File: config.mk
export PLATFORM = sky130hd
export DESIGN_NAME = mag_peak_finder
export DESIGN_NICKNAME = d
export VERILOG_FILES = /design/src/rtl/mpf_pkg.sv /design/src/rtl/mpf_mag_sq.sv /design/src/rtl/mpf_index_track.sv /design/src/rtl/mpf_best_hold.sv /design/src/rtl/mag_peak_finder.sv
export SDC_FILE = /design/constraint.sdc
export NUM_CORES = 2
export LEC_CHECK = 0
export BUFFER_PORTS_ARGS = -buffer_cell sky130_fd_sc_hd__buf_2
export CAP_MARGIN = 15
export CORE_ASPECT_RATIO = 1.1
export CORE_MARGIN = 3
export CORE_UTILIZATION = 36
export CTS_CLUSTER_DIAMETER = 30
export CTS_CLUSTER_SIZE = 10
export DETAILED_ROUTE_END_ITERATION = 10
export GPL_TIMING_DRIVEN = 0
export PLACE_DENSITY = 0.55
export SLEW_MARGIN = 20
export SYNTH_ARGS = -nofsm -noshare
export SYNTH_HDL_FRONTEND = slang
export SYNTH_SLANG_ARGS = --single-unit
File: constraint.sdc
create_clock -name clk -period 7.4 [get_ports clk]
set_input_delay 0.74 -clock clk [delete_from_list [all_inputs] [get_ports clk]]
set_output_delay 0.74 -clock clk [all_outputs]
set_load 0.02 [all_outputs]
File: src/rtl/mpf_pkg.sv
package mpf_pkg;

    typedef enum logic [1:0] {
        ST_IDLE = 2'd0,
        ST_SCAN = 2'd1,
        ST_DONE = 2'd2
    } mpf_state_e;

    typedef enum logic {
        MODE_MAP   = 1'b0,
        MODE_ANGLE = 1'b1
    } mpf_mode_e;

endpackage

File: src/rtl/mpf_mag_sq.sv
module mpf_mag_sq #(
    parameter int SAMPLE_W = 16
) (
    input  logic signed [SAMPLE_W-1:0]   re,
    input  logic signed [SAMPLE_W-1:0]   im,
    output logic        [2*SAMPLE_W-1:0] mag
);
    localparam int PROD_W = 2 * SAMPLE_W;

    logic signed [PROD_W-1:0] re_ext;
    logic signed [PROD_W-1:0] im_ext;
    logic signed [PROD_W-1:0] re_sq;
    logic signed [PROD_W-1:0] im_sq;

    always_comb begin
        re_ext = PROD_W'(re);
        im_ext = PROD_W'(im);
        re_sq  = re_ext * re_ext;
        im_sq  = im_ext * im_ext;
        mag    = $unsigned(re_sq) + $unsigned(im_sq);
    end
endmodule

File: src/rtl/mpf_index_track.sv
module mpf_index_track #(
    parameter int ROW_W = 10,
    parameter int COL_W = 8
) (
    input  logic             clk,
    input  logic             rst_n,
    input  logic             step,
    input  logic             start,
    input  logic [COL_W-1:0] limit,
    output logic [ROW_W-1:0] cur_row,
    output logic [COL_W-1:0] cur_col
);
    logic [ROW_W-1:0] nxt_row_q;
    logic [COL_W-1:0] nxt_col_q;
    logic             wrap;

    always_comb begin
        cur_row = start ? '0 : nxt_row_q;
        cur_col = start ? '0 : nxt_col_q;
        wrap    = (cur_col == limit - COL_W'(1));
    end

    always_ff @(posedge clk or negedge rst_n) begin
        if (!rst_n) begin
            nxt_row_q <= '0;
            nxt_col_q <= '0;
        end else if (step) begin
            if (wrap) begin
                nxt_col_q <= '0;
                nxt_row_q <= cur_row + ROW_W'(1);
            end else begin
                nxt_col_q <= cur_col + COL_W'(1);
                nxt_row_q <= cur_row;
            end
        end
    end
endmodule

File: src/rtl/mpf_best_hold.sv
module mpf_best_hold #(
    parameter int MAG_W = 32,
    parameter int ROW_W = 10,
    parameter int COL_W = 8
) (
    input  logic             clk,
    input  logic             rst_n,
    input  logic             step,
    input  logic             start,
    input  logic [MAG_W-1:0] mag,
    input  logic [ROW_W-1:0] row,
    input  logic [COL_W-1:0] col,
    output logic [MAG_W-1:0] win_mag,
    output logic [ROW_W-1:0] win_row,
    output logic [COL_W-1:0] win_col
);
    logic [MAG_W-1:0] best_mag_q;
    logic [ROW_W-1:0] best_row_q;
    logic [COL_W-1:0] best_col_q;
    logic             take;

    always_comb begin
        take    = start || (mag > best_mag_q);
        win_mag = take ? mag : best_mag_q;
        win_row = take ? row : best_row_q;
        win_col = take ? col : best_col_q;
    end

    always_ff @(posedge clk or negedge rst_n) begin
        if (!rst_n) begin
            best_mag_q <= '0;
            best_row_q <= '0;
            best_col_q <= '0;
        end else if (step) begin
            best_mag_q <= win_mag;
            best_row_q <= win_row;
            best_col_q <= win_col;
        end
    end
endmodule

File: src/rtl/mag_peak_finder.sv
module mag_peak_finder
    import mpf_pkg::*;
#(
    parameter int SAMPLE_W = 16,
    parameter int ROW_W    = 10,
    parameter int COL_W    = 8,
    parameter int ANG_PTS  = 32
) (
    input  logic                        clk,
    input  logic                        rst_n,
    input  logic                        mode_angle,
    input  logic [COL_W-1:0]            num_cols,
    input  logic                        s_valid,
    input  logic signed [SAMPLE_W-1:0]  s_re,
    input  logic signed [SAMPLE_W-1:0]  s_im,
    input  logic                        s_last,
    output logic                        res_valid,
    output logic [2*SAMPLE_W-1:0]       peak_mag,
    output logic [ROW_W-1:0]            peak_row,
    output logic [COL_W-1:0]            peak_col,
    output logic signed [$clog2(ANG_PTS):0] angle_bin
);
    localparam int MAG_W  = 2 * SAMPLE_W;
    localparam int ANG_W  = $clog2(ANG_PTS);
    localparam int HALF   = ANG_PTS / 2;

    mpf_state_e       state_q, state_d;
    mpf_mode_e        mode_q, mode_eff, res_mode_q;
    logic [COL_W-1:0] cols_q, cols_eff, limit, res_cols_q;
    logic             start, step, close;

    logic [MAG_W-1:0] cur_mag, win_mag;
    logic [ROW_W-1:0] cur_row, win_row;
    logic [COL_W-1:0] cur_col, win_col;

    logic [MAG_W-1:0]  mag_q;
    logic [ROW_W-1:0]  row_q;
    logic [COL_W-1:0]  col_q;
    logic signed [ANG_W:0] ang_q, ang_fold;

    // frame control and next state
    always_comb begin
        start    = (state_q != ST_SCAN);
        step     = s_valid;
        close    = s_valid && s_last;
        mode_eff = start ? mpf_mode_e'(mode_angle) : mode_q;
        cols_eff = start ? num_cols : cols_q;
        limit    = (mode_eff == MODE_ANGLE) ? COL_W'(ANG_PTS) : cols_eff;
        state_d  = state_q;
        unique case (state_q)
            ST_IDLE: if (s_valid) state_d = s_last ? ST_DONE : ST_SCAN;
            ST_SCAN: if (close)   state_d = ST_DONE;
            ST_DONE: if (s_valid) state_d = s_last ? ST_DONE : ST_SCAN;
            default: state_d = ST_IDLE;
        endcase
    end

    always_ff @(posedge clk or negedge rst_n) begin
        if (!rst_n) state_q <= ST_IDLE;
        else        state_q <= state_d;
    end

    mpf_mag_sq #(.SAMPLE_W(SAMPLE_W)) mag_i (
        .re (s_re),
        .im (s_im),
        .mag(cur_mag)
    );

    mpf_index_track #(.ROW_W(ROW_W), .COL_W(COL_W)) idx_i (
        .clk    (clk),
        .rst_n  (rst_n),
        .step   (step),
        .start  (start),
        .limit  (limit),
        .cur_row(cur_row),
        .cur_col(cur_col)
    );

    mpf_best_hold #(.MAG_W(MAG_W), .ROW_W(ROW_W), .COL_W(COL_W)) best_i (
        .clk    (clk),
        .rst_n  (rst_n),
        .step   (step),
        .start  (start),
        .mag    (cur_mag),
        .row    (cur_row),
        .col    (cur_col),
        .win_mag(win_mag),
        .win_row(win_row),
        .win_col(win_col)
    );

    // fold the spectrum halves into a signed bin
    always_comb begin
        ang_fold = $signed({1'b0, win_col[ANG_W-1:0]});
        if (win_col[ANG_W-1:0] >= ANG_W'(HALF))
            ang_fold = ang_fold - (ANG_W+1)'(ANG_PTS);
        if (mode_eff == MODE_MAP)
            ang_fold = '0;
    end

    always_ff @(posedge clk or negedge rst_n) begin
        if (!rst_n) begin
            mode_q     <= MODE_MAP;
            cols_q     <= '0;
            res_mode_q <= MODE_MAP;
            res_cols_q <= '0;
            mag_q      <= '0;
            row_q      <= '0;
            col_q      <= '0;
            ang_q      <= '0;
        end else begin
            if (step && start) begin
                mode_q <= mode_eff;
                cols_q <= cols_eff;
            end
            if (close) begin
                res_mode_q <= mode_eff;
                res_cols_q <= cols_eff;
                mag_q      <= win_mag;
                row_q      <= win_row;
                col_q      <= win_col;
                ang_q      <= ang_fold;
            end
        end
    end

    // outputs
    always_comb begin
        res_valid = (state_q == ST_DONE);
        peak_mag  = mag_q;
        peak_row  = row_q;
        peak_col  = col_q;
        angle_bin = ang_q;
    end
endmodule

==> results.ini <==
[outcome]
status=finished, violations left
violations=setup timing

[critical_path]
worstSetupPathType=in -> reg
cp_data_arrival_time_ps=9460
r2r_setup_slack_ps=4020
cp_max_fo=10
cp-end-kind=flop
slowest_stage=fa_1
path_buf_inv=9
path_depth=35
critPathMaxStageDelay_ps=590
path_common_cell=fa_1
crit_family=adder cells
worst-r2r-cell-count=11
required_ps=7710
start_kind=primary input

[synthesis]
async_flop_share_pct=100
synth_xor_area_share_pct=2.73
synth_top_family_by_area=adder cells
yosysWarnings=0
synth_compound_area_share_pct=5.98
synthSimpleGateAreaFrac_pct=10.1
synth_edf_count=0
netlist_area_sq_um=24400
synthAdderAreaFrac_pct=52.0
ys_ff_latch=134
synth_mux_area_share_pct=3.40
netlist_instances=2510
synth_seq_area_share_pct=13.7
avgSynthCellArea_sq_um=9.73
synth_fp_nets=3259
ys.flop_type=dfrtp_1
ys_types=60

[sta]
period_minus_slack_ps=9150
maxSlewHeadroom_pct=49.3
fin_ws_ps=-1750
worstMarginPinSlew_ps=754
fmax_mhz=109
hold_violations=0
rsz0062_at_grt=true
drv_slew=0
fin_crit_sh_pct=124
finalSetupViolations=105
fin_skew_ps=8.22

[place]
place.gp.congestion=0.925
io_buffers=100
post_dp_cell_area_sq_um=26400
post-place-cells=3469
hpwl_um=55800

[clock_network]
cts_buffer_depth=2
cts-root-buf=clkbuf_16
cts_buffers=17
numClockSinks=134
cts_tree=done
clk-insertion-delay-late_ps=430
clkSlewWorstSetupHoldPaths_ps=60
cts_max_level=4

[grt]
grt_pass1_vias=19500
grt_max_degree=96
track_usage_pct=19.6
grt_antenna_before_repair=2
grt_pass1_wl_um=108000
overflow=0

[job]
drv_cap=0

[route]
vias_per_cell=4.75
drtPass1Iterations=5
detail_route.iter0.violations=726
wl_per_cell_um=18.6
route.detailed.drc=0
wirelength_um=67800
routed-via-count=17300
detail-route-antenna-nets=0

[finish]
final_core_util_pct=45.5
syn_to_final_growth_pct=24.5
layout_commonest_cell=inv_1
finalNetCount=3529
final_cell_mix=inv_1 (648), fa_1 (491), nand2_1 (205)
final_cell_area_sq_um=30400
final_cells=3651
drive_gt1_share_pct=22.4
diodes=0

[floorplan]
io_pins=102
row_count=99
initial_core_util_pct=36.6
die-area_sq_um=71000
die_h_um=279
core-area_sq_um=66800
die_x_um=254

[hold_path]
hold_path.class=in -> async

==> kinds of logic after synthesis <==
family | after synthesis
adder cells (fa/ha/maj) | 704
AND/OR/NAND/NOR | 519
flip-flops | 134
multiplexers | 78
AO/OA/AOI/OAI | 225
buffers and inverters | 773
other | 1
XOR/XNOR | 76
==> through the flow <==
step | hold slack [ps] | TNS [ps] | setup WS, ps
2_1_floorplan | 444 | -145140 | -1570
3_3_place_gp | 462 | -360690 | -3710
3_5_place_dp | 466 | -374980 | -3880
4_1_cts | 197 | -184870 | -1890
5_1_grt | 200 | -201780 | -2010
6_report | 188 | -174790 | -1750
==> registers in the layout, indices dropped and copies added (netlist names) <==
signal             cells
best_i.best_mag_q     32
peak_mag              32
best_i.best_row_q     10
idx_i.nxt_row_q       10
peak_row              10
best_i.best_col_q      8
cols_q                 8
idx_i.nxt_col_q        8
peak_col               8
angle_bin              5
state_q                2
mode_q                 1
==> routing by layer <==
layer | track usage, % | up-vias | share of wire [%]
li1 | - | 8032 | -
met1 | 25.0 | 8889 | 42
met2 | 35.4 | 339 | 52
met3 | 1.52 | 83 | 3.2
met4 | 6.12 | 0 | 3.3
met5 | 0 | - | 0
==> synth_stat cells, drive strengths merged (5+ instances only) <==
cell type / count / area [sq um]
a211oi: 6 / 45.0
a21o: 21 / 158
a21oi: 40 / 200
a22o: 20 / 175
a31o: 9 / 78.8
and2: 98 / 613
and3: 8 / 50.1
buf: 14 / 85.1
clkbuf: 66 / 248
dfrtp: 134 / 3350
fa: 519 / 10400
ha: 185 / 2310
inv: 691 / 2590
mux2: 39 / 439
mux2i: 39 / 390
nand2: 232 / 871
nand2b: 19 / 126
nand3: 26 / 130
nand4: 13 / 81.3
nor2: 75 / 282
nor2b: 14 / 87.6
nor3: 12 / 71.3
nor4: 6 / 37.5
o211ai: 5 / 37.5
o21a: 12 / 90.1
o21ai: 81 / 405
or2: 5 / 31.3
or3: 5 / 31.3
xnor2: 55 / 482
xor2: 21 / 184
==> final cells by class <==
type,instances,area [sq um]
Fill cell,6221,36400
Multi-Input combinational cell,1603,19400
Sequential cell,134,3350
Inverter,693,2650
Timing Repair Buffer,254,2190
Buffer,77,1130
Tap cell,858,1070
Clock buffer,17,425
Clock inverter,15,154
==> path summary, 6_finish.rpt <==
| path | startpoint | endpoint |
|---|---|---|
| min in group clk | peak_mag[12] | peak_mag[12] |
| max reg2reg | mode_q | idx_i.nxt_row_q[5] |
| max in group asynchronous | rst_n | best_i.best_col_q[2] |
| min reg2reg | peak_mag[12] | peak_mag[12] |
| max | s_im[0] | best_i.best_mag_q[12] |
| min | rst_n | peak_mag[4] |
==> repair_timing <==
| item | CTS | global route |
|---|---|---|
| pin swaps | 67 | 93 |
| resized for setup | 353 | 190 |
| setup endpoints to repair | 105 | 105 |
| hold endpoints to repair | 0 | 0 |
| cloned | 7 | 2 |
| setup buffers | 86 | 59 |
| hold buffers | 0 | 0 |
Power is not shown: default switching activity piles up to over one toggle a cycle in this logic, so the estimate is an artifact.
